File: src/rtl/tmr_regif_pkg.sv
package tmr_regif_pkg;
  localparam int unsigned BYTE_W = 8;
  localparam int unsigned CNT_W  = 2 * BYTE_W;

  typedef enum logic [1:0] {
    ACC_LATCH = 2'd0,
    ACC_LO    = 2'd1,
    ACC_HI    = 2'd2,
    ACC_WORD  = 2'd3
  } acc_e;

  typedef struct packed {
    acc_e       acc;
    logic [2:0] mode;
    logic       bcd;
  } chan_cfg_t;

  localparam logic [2:0] RST_MODE = 3'd3;
endpackage

File: src/rtl/tmr_cmd_decode.sv
module tmr_cmd_decode
  import tmr_regif_pkg::*;
#(
  parameter int unsigned NCH    = 3,
  parameter int unsigned ADDR_W = 2
) (
  input  logic              wr_en_i,
  input  logic              rd_en_i,
  input  logic [ADDR_W-1:0] addr_i,
  input  logic [BYTE_W-1:0] wdata_i,
  output logic [NCH-1:0]    cfg_we_o,
  output logic [NCH-1:0]    cnt_latch_o,
  output logic [NCH-1:0]    sts_latch_o,
  output logic [NCH-1:0]    data_we_o,
  output logic [NCH-1:0]    data_re_o
);
  localparam logic [ADDR_W-1:0] CTRL_ADDR = {ADDR_W{1'b1}};
  localparam logic [1:0]        GROUP_SEL = 2'd3;

  logic       is_cmd;
  logic [1:0] tgt;
  acc_e       acc;
  logic       group;

  assign is_cmd = wr_en_i && (addr_i == CTRL_ADDR);
  assign tgt    = wdata_i[7:6];
  assign acc    = acc_e'(wdata_i[5:4]);
  assign group  = (tgt == GROUP_SEL);

  for (genvar g = 0; g < NCH; g++) begin : g_ch
    localparam logic [1:0]        CH_ID = 2'(g);
    localparam logic [ADDR_W-1:0] CH_AD = ADDR_W'(g);
    logic named;
    logic picked;
    assign named  = is_cmd && !group && (tgt == CH_ID);
    // group snapshot: channel g is picked by bit g+1
    assign picked = is_cmd && group && wdata_i[g+1];

    assign cfg_we_o[g]    = named && (acc != ACC_LATCH);
    assign cnt_latch_o[g] = (named && (acc == ACC_LATCH)) || (picked && !wdata_i[5]);
    assign sts_latch_o[g] = picked && !wdata_i[4];
    assign data_we_o[g]   = wr_en_i && (addr_i == CH_AD);
    assign data_re_o[g]   = rd_en_i && (addr_i == CH_AD);
  end
endmodule

File: src/rtl/tmr_chan_port.sv
module tmr_chan_port
  import tmr_regif_pkg::*;
(
  input  logic              clk_i,
  input  logic              rst_ni,
  input  logic              cfg_we_i,
  input  logic              cnt_latch_i,
  input  logic              sts_latch_i,
  input  logic              data_we_i,
  input  logic              data_re_i,
  input  logic [BYTE_W-1:0] wdata_i,
  input  logic [CNT_W-1:0]  cnt_live_i,
  input  logic              out_live_i,
  output logic [BYTE_W-1:0] rbyte_o,
  output logic              load_o,
  output logic [CNT_W-1:0]  load_val_o,
  output chan_cfg_t         cfg_o
);
  chan_cfg_t         cfg_q, cfg_new;
  logic              wr_hi_q, rd_hi_q;
  logic [BYTE_W-1:0] hold_q;
  logic              load_q;
  logic [CNT_W-1:0]  load_val_q;
  logic              lat_vld_q, lat_hi_q;
  acc_e              lat_acc_q;
  logic [CNT_W-1:0]  lat_val_q;
  logic              sts_vld_q;
  logic [BYTE_W-1:0] sts_q;

  assign cfg_new = chan_cfg_t'(wdata_i[5:0]);

  always_ff @(posedge clk_i or negedge rst_ni) begin
    if (!rst_ni) begin
      cfg_q      <= '{acc: ACC_WORD, mode: RST_MODE, bcd: 1'b0};
      wr_hi_q    <= 1'b0;
      rd_hi_q    <= 1'b0;
      hold_q     <= '0;
      load_q     <= 1'b0;
      load_val_q <= '0;
      lat_vld_q  <= 1'b0;
      lat_hi_q   <= 1'b0;
      lat_acc_q  <= ACC_WORD;
      lat_val_q  <= '0;
      sts_vld_q  <= 1'b0;
      sts_q      <= '0;
    end else begin
      load_q <= 1'b0;
      if (cfg_we_i) begin
        cfg_q   <= cfg_new;
        wr_hi_q <= 1'b0;
        rd_hi_q <= 1'b0;
      end
      if (data_we_i) begin
        unique case (cfg_q.acc)
          ACC_LO: begin
            load_q     <= 1'b1;
            load_val_q <= {{BYTE_W{1'b0}}, wdata_i};
          end
          ACC_HI: begin
            load_q     <= 1'b1;
            load_val_q <= {wdata_i, {BYTE_W{1'b0}}};
          end
          default: begin
            if (!wr_hi_q) begin
              hold_q  <= wdata_i;
              wr_hi_q <= 1'b1;
            end else begin
              load_q     <= 1'b1;
              load_val_q <= {wdata_i, hold_q};
              wr_hi_q    <= 1'b0;
            end
          end
        endcase
      end
      // latch once: a pending frozen count blocks a new one
      if (cnt_latch_i && !lat_vld_q) begin
        lat_vld_q <= 1'b1;
        lat_hi_q  <= 1'b0;
        lat_acc_q <= cfg_q.acc;
        lat_val_q <= cnt_live_i;
      end
      if (sts_latch_i && !sts_vld_q) begin
        sts_vld_q <= 1'b1;
        sts_q     <= {out_live_i, 1'b0, cfg_q.acc, cfg_q.mode, cfg_q.bcd};
      end
      if (data_re_i) begin
        if (sts_vld_q) begin
          sts_vld_q <= 1'b0;
        end else if (lat_vld_q) begin
          if (lat_acc_q == ACC_WORD && !lat_hi_q) begin
            lat_hi_q <= 1'b1;
          end else begin
            lat_vld_q <= 1'b0;
            lat_hi_q  <= 1'b0;
          end
        end else if (cfg_q.acc == ACC_WORD) begin
          rd_hi_q <= !rd_hi_q;
        end
      end
    end
  end

  always_comb begin
    if (sts_vld_q) begin
      rbyte_o = sts_q;
    end else if (lat_vld_q) begin
      unique case (lat_acc_q)
        ACC_HI:   rbyte_o = lat_val_q[CNT_W-1:BYTE_W];
        ACC_WORD: rbyte_o = lat_hi_q ? lat_val_q[CNT_W-1:BYTE_W] : lat_val_q[BYTE_W-1:0];
        default:  rbyte_o = lat_val_q[BYTE_W-1:0];
      endcase
    end else begin
      unique case (cfg_q.acc)
        ACC_HI:   rbyte_o = cnt_live_i[CNT_W-1:BYTE_W];
        ACC_WORD: rbyte_o = rd_hi_q ? cnt_live_i[CNT_W-1:BYTE_W] : cnt_live_i[BYTE_W-1:0];
        default:  rbyte_o = cnt_live_i[BYTE_W-1:0];
      endcase
    end
  end

  assign load_o     = load_q;
  assign load_val_o = load_val_q;
  assign cfg_o      = cfg_q;


  load_src_chk: assert property (@(posedge clk_i) disable iff (!rst_ni)
    load_o |-> $past(data_we_i));


  word_load_chk: assert property (@(posedge clk_i) disable iff (!rst_ni)
    (load_o && $past(cfg_q.acc) == ACC_WORD) |-> $past(wr_hi_q));


  latch_hold_chk: assert property (@(posedge clk_i) disable iff (!rst_ni)
    (lat_vld_q && !data_re_i) |=> $stable(lat_val_q));


  sts_first_chk: assert property (@(posedge clk_i) disable iff (!rst_ni)
    (data_re_i && sts_vld_q) |=> (!sts_vld_q && $stable(lat_vld_q) && $stable(lat_hi_q)));


  sts_acc_chk: assert property (@(posedge clk_i) disable iff (!rst_ni)
    sts_vld_q |-> (sts_q[5:4] != 2'b00));
endmodule

File: src/rtl/tmr_regif.sv
module tmr_regif
  import tmr_regif_pkg::*;
#(
  parameter int unsigned NCH    = 3,
  parameter int unsigned ADDR_W = 2
) (
  input  logic                 clk_i,
  input  logic                 rst_ni,
  input  logic                 wr_en_i,
  input  logic                 rd_en_i,
  input  logic [ADDR_W-1:0]    addr_i,
  input  logic [BYTE_W-1:0]    wdata_i,
  output logic [BYTE_W-1:0]    rdata_o,
  input  logic [NCH*CNT_W-1:0] cnt_live_i,
  input  logic [NCH-1:0]       out_live_i,
  output logic [NCH-1:0]       load_o,
  output logic [NCH*CNT_W-1:0] load_val_o,
  output logic [NCH*3-1:0]     mode_o,
  output logic [NCH-1:0]       bcd_o
);
  logic [NCH-1:0]        cfg_we, cnt_latch, sts_latch, data_we, data_re;
  logic [BYTE_W-1:0]     rbyte [NCH];

  tmr_cmd_decode #(.NCH(NCH), .ADDR_W(ADDR_W)) u_dec (
    .wr_en_i     (wr_en_i),
    .rd_en_i     (rd_en_i),
    .addr_i      (addr_i),
    .wdata_i     (wdata_i),
    .cfg_we_o    (cfg_we),
    .cnt_latch_o (cnt_latch),
    .sts_latch_o (sts_latch),
    .data_we_o   (data_we),
    .data_re_o   (data_re)
  );

  for (genvar g = 0; g < NCH; g++) begin : g_ch
    chan_cfg_t cfg;
    tmr_chan_port u_chan (
      .clk_i       (clk_i),
      .rst_ni      (rst_ni),
      .cfg_we_i    (cfg_we[g]),
      .cnt_latch_i (cnt_latch[g]),
      .sts_latch_i (sts_latch[g]),
      .data_we_i   (data_we[g]),
      .data_re_i   (data_re[g]),
      .wdata_i     (wdata_i),
      .cnt_live_i  (cnt_live_i[g*CNT_W +: CNT_W]),
      .out_live_i  (out_live_i[g]),
      .rbyte_o     (rbyte[g]),
      .load_o      (load_o[g]),
      .load_val_o  (load_val_o[g*CNT_W +: CNT_W]),
      .cfg_o       (cfg)
    );
    assign mode_o[g*3 +: 3] = cfg.mode;
    assign bcd_o[g]         = cfg.bcd;
  end

  // command address and unused channel addresses read as zero
  always_comb begin
    rdata_o = '0;
    for (int i = 0; i < NCH; i++) begin
      if (data_re[i]) rdata_o = rbyte[i];
    end
  end


  rd_decode_chk: assert property (@(posedge clk_i) disable iff (!rst_ni)
    $onehot0(data_re));
endmodule

File: config.mk
export PLATFORM = sky130hd
export DESIGN_NAME = tmr_regif
export DESIGN_NICKNAME = d
export VERILOG_FILES = /design/src/rtl/tmr_regif_pkg.sv /design/src/rtl/tmr_cmd_decode.sv /design/src/rtl/tmr_chan_port.sv /design/src/rtl/tmr_regif.sv
export SDC_FILE = /design/constraint.sdc
export NUM_CORES = 1
export LEC_CHECK = 0
export ABC_AREA = 1
export BUFFER_PORTS_ARGS = -buffer_cell sky130_fd_sc_hd__clkbuf_2
export CELL_PAD_IN_SITES_DETAIL_PLACEMENT = 1
export CELL_PAD_IN_SITES_GLOBAL_PLACEMENT = 2
export CORE_MARGIN = 1
export CORE_UTILIZATION = 30
export DETAILED_ROUTE_END_ITERATION = 7
export GPL_TIMING_DRIVEN = 1
export PLACE_DENSITY = 0.86
export SLEW_MARGIN = 10
export SYNTH_ARGS = -nofsm -noshare
export SYNTH_HDL_FRONTEND = slang
export SYNTH_SLANG_ARGS = --single-unit
File: constraint.sdc
create_clock -name clk_i -period 2.3 [get_ports clk_i]
set_clock_uncertainty 0.2 [all_clocks]
set_input_delay 0.46 -clock clk_i [delete_from_list [all_inputs] [get_ports clk_i]]
set_output_delay 0.46 -clock clk_i [all_outputs]
set_load 0.01 [all_outputs]
Word level (Yosys, flattened, before mapping)
Cells that the tools add are included.
{"block": "word_totals", "elab_cells": 241, "inputBits": 65, "register_bits": 183}
{"block": "op_classes", "reduce_logical": 70, "n_mux": 102, "n_eq_ne": 21, "bitwise_logic": 6}
{"cell": "$mux 8", "n": 15}
{"cell": "$pmux 16 s2", "n": 3}
{"cell": "$pmux 8 s2", "n": 6}
{"cell": "$mux 1", "n": 75}
{"cell": "$mux 16", "n": 3}
{"cell": "$logic_and 1x1->1", "n": 36}
{"cell": "$eq 2x2->1 const B", "n": 16}
{"cell": "$logic_not 1->1", "n": 15}
{"cell": "$eq 2x1->1 const B", "n": 5}
{"cell": "$reduce_and 3->1", "n": 3}
{"cell": "$reduce_bool 3->1", "n": 3}
{"cell": "$logic_not 2->1", "n": 3}
{"cell": "$not 1->1", "n": 6}
{"cell": "$reduce_and 2->1", "n": 3}
{"cell": "$reduce_or 2->1", "n": 3}
{"cell": "$logic_or 1x1->1", "n": 3}
{"cell": "$reduce_bool 2->1", "n": 1}

Logic depth before layout (Yosys ltp)
Gate-level depths: netlist of the first run.
{"block": "logic_depth", "ltp_word": 12, "mapped_depth": 11, "mapped_depth_nobuf": 11}

Cells and area by module
From an unflattened synthesis of the first run, not the netlist that was laid out.
{"block": "hier_totals", "hier_cells": 1132, "area_unflattened_um2": 9467.8}
{"module": "tmr_chan_port at g_ch[1].u_chan ...", "area_each_um2": 3010.4, "n_inst": 2, "seq_area_each_um2": 1534.0, "cells_each": 348}
{"module": "tmr_chan_port at g_ch[0].u_chan", "area_each_um2": 3001.6, "n_inst": 1, "seq_area_each_um2": 1534.0, "cells_each": 331}
{"module": "tmr_regif", "area_each_um2": 252.7, "n_inst": 1, "seq_area_each_um2": 0.0, "cells_each": 61}
{"module": "tmr_cmd_decode", "area_each_um2": 192.7, "n_inst": 1, "seq_area_each_um2": 0.0, "cells_each": 44}

Worst setup path after synthesis of the first run
OpenSTA, ideal clock, no wires.
{"block": "synth_path", "path_kind": "reg2reg", "from": "reg g_ch[1].u_chan.cfg_q (netlist bit g_ch[1].u_chan.cfg_o[4])", "to": "reg g_ch[1].u_chan.load_val_q[1]", "path_slack_ps": 130, "required_time_ps": 1970, "path_buffers": 2, "setup_ps": 130, "period_less_slack_ps": 2170, "t_arrival_ps": 1840, "path_stages_with_launch": 10, "cell_sequence": "dfstp_2 > inv_1 > ha_1 > buf_4 > clkinv_1 > nor2_2 > nor2_2 > buf_2 > nor2_1 > a31oi_1"}
{"block": "synth_via", "elab_chain_len": 3, "elab_cells_between_ends": 5, "cone_classes": "eq/ne (2); mux (1); reduce/logical (2)"}
{"item": "start: declaration", "line": "tmr_chan_port.sv:19", "rtl": "chan_cfg_t cfg_q, cfg_new;"}
{"item": "start signal: assignment", "line": "tmr_chan_port.sv:34", "rtl": "cfg_q <= '{acc: ACC_WORD, mode: RST_MODE, bcd: 1'b0};"}
{"item": "start signal: assignment", "line": "tmr_chan_port.sv:49", "rtl": "cfg_q <= cfg_new;"}
{"item": "$eq 2x1->1 or $eq 2x2->1 (tied branches)", "line": "tmr_chan_port.sv:54", "rtl": "unique case (cfg_q.acc)"}
{"item": "$reduce_bool 3->1 (no source line)"}
{"item": "$reduce_and 2->1 (no source line)"}
{"item": "end signal: assignment", "line": "tmr_chan_port.sv:57", "rtl": "load_val_q <= {{BYTE_W{1'b0}}, wdata_i};"}
{"item": "end signal: assignment", "line": "tmr_chan_port.sv:61", "rtl": "load_val_q <= {wdata_i, {BYTE_W{1'b0}}};"}
{"item": "end signal: assignment", "line": "tmr_chan_port.sv:69", "rtl": "load_val_q <= {wdata_i, hold_q};"}
{"item": "end: declaration", "line": "tmr_chan_port.sv:23", "rtl": "logic [CNT_W-1:0] load_val_q;"}
Parallel ways exist; a longest one is shown, timed or not.
A chain may end at the register's enable or synchronous reset.

Final worst setup path of the first run
{"block": "layout_path", "from": "reg g_ch[1].u_chan.cfg_q (netlist bit g_ch[1].u_chan.cfg_o[5])", "to": "out rdata_o[0]"}
{"block": "layout_via", "elab_chain_len": 6, "elab_cells_between_ends": 7, "cone_classes": "eq/ne (2); mux (5)"}
{"item": "$eq 2x2->1", "line": "tmr_chan_port.sv:113", "rtl": "unique case (cfg_q.acc)"}
{"item": "$pmux 8 s2 *", "line": "tmr_chan_port.sv:113"}
{"item": "$mux 8 *", "line": "tmr_chan_port.sv:106", "rtl": "end else if (lat_vld_q) begin"}
{"item": "$mux 8 *", "line": "tmr_chan_port.sv:104", "rtl": "if (sts_vld_q) begin"}
{"item": "$mux 8 * (2 in series)", "line": "tmr_regif.sv:62", "rtl": "if (data_re[i]) rdata_o = rbyte[i];"}
{"item": "end: declaration", "line": "tmr_regif.sv:13", "rtl": "output logic [BYTE_W-1:0] rdata_o,"}
Every way passes the cells marked *; elsewhere a longest branch is shown, timed or not.

==> metrics.cfg, run 1 <==
[yosys]
post-synth-top-area-cell = dfrtp_1
async_flop_share = 1.00
yosys_register_bits = 183
synthesis.instances = 1140
ys_top_cells_by_area = dfrtp_1, nand2_1, nand3_1
seq_area_frac_synth = 0.508
ys_types = 32
ys.flop_type = dfrtp_1
synth_warnings = 0
syn_area_mm2 = 0.00906
synth_top_area_frac = 0.455
syn-num-nets = 1214
synth_edf_count = 0
avgSynthCellArea_um2 = 7.95

[floorplan]
die_h_um = 176
die-area_mm2 = 0.0309
initial_utilization = 0.305
core_area_mm2 = 0.0297
chipWidth_um = 176
rows = 63
num_io_pins = 136

[route]
drcViolationCount = 0
via_per_inst = 4.94
vias = 8481
wire_per_inst_um = 18.2
drt_pass1_iterations = 4
routed_wl_um = 31300
drt_iter0_markers = 490
drtAntennaViolNets = 0

[sta]
worst_slack_ns = -0.418
finalCriticalPeriod_ns = 2.72
fin_crit_sh = 1.18
worst-slew-pin-transition_ns = 0.531
finalSetupViolCount = 8
max_freq_mhz = 368
maxSlewViolCount = 0
finalHoldViolations = 0
slew_headroom = 0.645
rsz0062_at_grt = yes

[clock_network]
clkSlewWorstSetupHoldPaths_ns = 0.08
htreeDepth = 4
cts_root_buffer = clkbuf_16
cts_tree = built
cts_made_buffers = 17
clock_path_buffers = 2
cts.sinks = 183
clock_latency_ns = 0.44

[grt]
grt_use_total = 0.209
grt_pass1_vias = 8983
grt_overflow = 0
antenna_found_initial = 0
grt_max_degree = 55
grt_pass1_wl_um = 49700

[run]
drv_cap = 0

[setup_path]
cp_data_arrival_time_ns = 2.06
crit_chain = ha_4 > nand2_4 > buf_6 > nand3_2 > nand2_2 > nand2_2 > nand3_4 > nand2_4 > nand3_4 > buf_6
worstPathRequired_ns = 1.64
path_max_fanout = 8
crit_buf_inv = 2
worst-setup-path-type = reg2out
cpMaxStageDelayCell = dfstp_2
startpoint_type = register
crit_family = flip-flops
slowest_delay_ns = 0.59
crit_path_end_kind = primary output

[power]
p_leak_uw = 0.00594
powerDensity_mw_per_mm2 = 1080
vdd_drop_max_v = 0.000539

[placement]
placed_cells = 1677
dp_hpwl_um = 22600
gp_congestion = 0.805
portBuffers = 135
dp_slack_ns = -0.179

[finish]
synthToLayoutAreaGrowth_pct = 28.9
finalNetCount = 1388
drive_above_1_share = 0.281
fin_cells = 1717
nFillCells = 3617
diodes = 0

[outcome]
outcome = complete, but fails checks
failed_checks = setup timing

[min_path]
min_path_type = in2reg

-- logic make-up after synthesis --
family                     count (synthesis)  share of synthesized area
and+or+nand+nor                          635                      0.304
DFF                                      183                      0.508
AOI/OAI and AO/OA                        163                      0.103
buffers and inverters                    150                     0.0723
adders and majority gates                  9                     0.0124
-- synthesized netlist by cell type, types with 3 or more instances --
master / count
o211ai_1: 3
buf_4: 17
o22ai_1: 6
nor2_1: 39
a31oi_1: 16
buf_2: 23
dfrtp_1: 165
nand2_2: 3
nand2_1: 371
o21ai_0: 87
o21ai_4: 3
nand3b_1: 7
nor2_2: 4
a21o_1: 3
nand3_1: 196
clkinv_1: 4
nor3_2: 4
a21oi_1: 29
nand4_1: 3
dfstp_2: 18
clkbuf_1: 22
o21a_1: 8
ha_1: 9
nor2_4: 3
o21ai_2: 6
nand3_2: 3
inv_1: 80
-- through the flow --
stage               setup TNS (ns)  instance area [um^2]  total power [uW]   util  hold slack [ns]
global route                 -3.82                 11700             13500  0.393           0.0772
detailed placement           -1.47                 10500              9140  0.354            0.195
CTS                          -3.00                 11500             12600  0.387           0.0590
finish                       -3.06                 11700             12600  0.393           0.0679
global placement            -0.826                 10500              9000  0.354            0.195
floorplan                        0                  9060              7330      -          -0.0356
-- final cells by class --
type / count / area, um^2 / share of cell area
Tap cell: 390 / 488 / 0.0418
Inverter: 86 / 330 / 0.0283
Sequential cell: 183 / 4600 / 0.394
Clock inverter: 15 / 198 / 0.0169
Timing Repair Buffer: 219 / 1410 / 0.120
Multi-Input combinational cell: 807 / 4230 / 0.362
Clock buffer: 17 / 425 / 0.0364
-- per-layer routing --
layer	wire length, um	up-vias	part of all wire	GRT usage
met2	15600	160	0.50	0.355
met1	13900	4220	0.44	0.273
met4	675	0	0.022	0.0717
met3	1120	39	0.036	0.0249
li1	-	4062	-	-
met5	0	-	0	0
-- layout by cell type (no fill, tap or decap), types with 27 or more instances in the layout --
cell / n
o21ai_0: 87
buf_4: 78
nor2_1: 39
a21oi_1: 29
nand3_1: 167
dfrtp_1: 165
nand2_1: 337
nand3_2: 27
clkbuf_2: 127
inv_1: 73
-- final timing paths --
check / slack (ns) / start / to / depth (start not counted)
hold / removal: 0.07 / out_live_i[0] / g_ch[0].u_chan.sts_q[7] / 3
hold reg to reg: 0.27 / g_ch[2].u_chan.lat_val_q[10] / g_ch[2].u_chan.lat_val_q[10] / 2
setup / recovery: -0.42 / g_ch[1].u_chan.cfg_o[5] / rdata_o[0] / 10
max in group asynchronous: 0.87 / rst_ni / g_ch[2].u_chan.cfg_o[2] / 3
setup reg to reg: 0.17 / g_ch[0].u_chan.cfg_o[4] / g_ch[0].u_chan.load_val_o[2] / 7
min in group asynchronous: 0.29 / rst_ni / g_ch[2].u_chan.lat_val_q[15] / 2
-- sequential cells by signal (all words and copies together) (netlist names) --
| name | cells |
|---|---|
| g_ch.u_chan.hold_q | 24 |
| g_ch.u_chan.sts_q | 21 |
| g_ch.u_chan.sts_vld_q | 3 |
| g_ch.u_chan.lat_vld_q | 3 |
| g_ch.u_chan.lat_hi_q | 3 |
| g_ch.u_chan.load_o | 3 |
| g_ch.u_chan.load_val_o | 48 |
| g_ch.u_chan.wr_hi_q | 3 |
| g_ch.u_chan.rd_hi_q | 3 |
| g_ch.u_chan.lat_acc_q | 6 |
| g_ch.u_chan.lat_val_q | 48 |
| g_ch.u_chan.cfg_o | 18 |
-- power by group --
| group | switching, uW | internal, uW |
|---|---|---|
| Clock | 1500 | 1590 |
| Sequential | 689 | 4330 |
| Combinational | 2730 | 1770 |
| Total | 4920 | 7690 |
-- repair_timing --
item	in CTS	in global routing
hold endpoints to repair	25	0
endpoints found under the setup margin	20	8
resized for setup	80	42
pin swaps	26	14
setup buffers	7	1
gates cloned	0	0
hold buffers	1	0
-- worst reg2reg max path: stages, from the launching register on --
cell      delay (ns)
dfstp_2         0.58
inv_2           0.07
ha_4            0.28
clkinv_1        0.13
buf_4           0.22
o21ai_0         0.34
nand2_1         0.11
o21a_1          0.11
Note: power is estimated with default switching activity, not from simulation.
==> inputs of run 2 (changes only) <==
Settings changed: CORE_MARGIN 1 to unset, RECOVER_POWER set to 25.
==> run 2 against run 1 <==
Effect of this change: the flow still finishes with violations (setup timing); via count up 0.15%; die area unchanged; register-to-register slack got worse by 0.02 ns; first-iteration DRC count rose by 3.9%; worst setup slack barely moved; wire length is 0.28% lower; hold slack got worse by 0.0023 ns; sequential power barely moved; critical path depth unchanged; critical path type unchanged.
==> metrics.cfg, run 2 (synthesized netlist as in run 1, its figures left out) <==
[outcome]
outcome = complete, but fails checks
failed_checks = setup timing

[grt]
grt_pass1_vias = 8983
antenna_found_initial = 0
grt_overflow = 0
grt_use_total = 0.209
grt_max_degree = 55
grt_pass1_wl_um = 49700

[power]
vdd_drop_max_v = 0.000543
p_total_uw = 12600
net-switching-power_uw = 4930
p_leak_uw = 0.00593
p_int_uw = 7680
clock_power_share = 0.246
powerDensity_mw_per_mm2 = 1080
seqPwrFrac = 0.398
sw_frac_of_total = 0.391
p_comb_frac = 0.357

[finish]
post-route-util = 0.391
final_cell_mix = nand2_1, nand3_1, dfrtp_1
finalNetCount = 1388
synthToLayoutAreaGrowth_pct = 28.3
drive_above_1_share = 0.280
fin_cells = 1717
diodes = 0
final_common_cell = nand2_1

[placement]
placed_cells = 1677
portBuffers = 135
dp_hpwl_um = 22600
gp_congestion = 0.805

[sta]
finalHoldViolations = 0
maxSlewViolCount = 0
slew_headroom = 0.372
fin_tns_setup_ns = -3.07
finalSetupViolCount = 8
finalCriticalPeriod_ns = 2.72
whs_ns = 0.0657
fin_crit_sh = 1.18
max_freq_mhz = 368
worst-slew-pin-transition_ns = 0.942
rsz0062_at_grt = yes
worst_slack_ns = -0.418

[route]
drt_pass1_iterations = 4
drtAntennaViolNets = 0
wire_per_inst_um = 18.2
via_per_inst = 4.95
vias = 8494
drcViolationCount = 0
routed_wl_um = 31200
drt_iter0_markers = 509

[setup_path]
cp_data_arrival_time_ns = 2.06
crit_path_end_kind = primary output
cp-endpoint = rdata_o[0]
startpoint_type = register
r2r-end = g_ch[0].u_chan.load_val_o[2]
worst-setup-path-type = reg2out
path_max_fanout = 8
regToRegSetupSlack_ns = 0.15
worstPathRequired_ns = 1.64
reg2reg_from = g_ch[0].u_chan.cfg_o[4]
r2r_cells = 7
crit_start = g_ch[1].u_chan.cfg_o[5]

[clock_network]
cts.sinks = 183
clock_latency_ns = 0.44
htreeDepth = 4
cts_made_buffers = 17
cts_root_buffer = clkbuf_16
clkSlewWorstSetupHoldPaths_ns = 0.08
clock_path_buffers = 2
cts_tree = built

[floorplan]
initial_utilization = 0.305
die-area_mm2 = 0.0309
chipWidth_um = 176
core_area_mm2 = 0.0297
die_h_um = 176
num_io_pins = 136
rows = 63

[run]
drv_cap = 0

[min_path]
min_path_type = in2reg

## run 2: changes by cell type in the layout (fill, tap and decap cells not counted), sizes merged
cell    change
buf         -3
clkbuf      +3
## run 2: metal layers
layer,track usage,share of wire,wire length [um]
met1,0.273,0.45,13900
met2,0.355,0.50,15600
met3,0.0249,0.031,970
met4,0.0717,0.022,695
met5,0,0,0
## run 2: worst min path at each step
| stage | from | endpoint | slack [ns] | depth (start not counted) |
|---|---|---|---|---|
| after global placement | rst_ni | g_ch[2].u_chan.lat_val_q[15] | 0.20 | 1 |
| after detailed placement | rst_ni | g_ch[2].u_chan.lat_val_q[15] | 0.19 | 1 |
| final | out_live_i[0] | g_ch[0].u_chan.sts_q[7] | 0.07 | 3 |
| after global routing | cnt_live_i[40] | g_ch[2].u_chan.lat_val_q[8] | 0.08 | 3 |
| after floorplan | rst_ni | g_ch[0].u_chan.cfg_o[0] | -0.04 | 0 |
| after CTS | out_live_i[0] | g_ch[0].u_chan.sts_q[7] | 0.06 | 3 |
## run 2: critical path, stage by stage, from the launching register on
cell and delay (ns):
dfstp_2 0.59, ha_4 0.17, nand2_4 0.08, buf_6 0.15
nand3_2 0.07, nand2_2 0.05, nand2_2 0.07, nand3_4 0.11
nand2_4 0.11, nand3_4 0.08, buf_6 0.12
## run 2: repair_timing
| item | CTS | global route |
|---|---|---|
| pin swaps | 26 | 14 |
| buffers inserted | 7 | 1 |
| cloned | 0 | 0 |
| hold buffers | 1 | 0 |
| endpoints found under the setup margin | 20 | 8 |
| hold endpoints to repair | 25 | 0 |
| gates resized for setup | 80 | 42 |
## run 2: power groups by stage
| stage | Combinational (uW) | Sequential (uW) | Clock [uW] |
|---|---|---|---|
| after floorplan | 2270 | 5050 | 0 |
| after global placement | 3990 | 5010 | 0 |
| after detailed placement | 4090 | 5040 | 0 |
| after CTS | 4400 | 5020 | 3160 |
| after global routing | 5050 | 5150 | 3280 |
| final | 4500 | 5020 | 3100 |
## run 2: metrics by stage
stage / setup slack [ns] / instance area (um^2)
5_1_grt: -0.527 / 11600
6_report: -0.418 / 11600
2_1_floorplan: 0.130 / 9060
3_3_place_gp: -0.116 / 10500
3_5_place_dp: -0.179 / 10500
4_1_cts: -0.386 / 11500
## run 2: cell type report
type | instances | area (um^2)
Clock inverter | 15 | 198
Inverter | 86 | 330
Tap cell | 390 | 488
Clock buffer | 17 | 425
Fill cell | 3626 | 18100
Multi-Input combinational cell | 807 | 4220
Timing Repair Buffer | 219 | 1370
Sequential cell | 183 | 4600
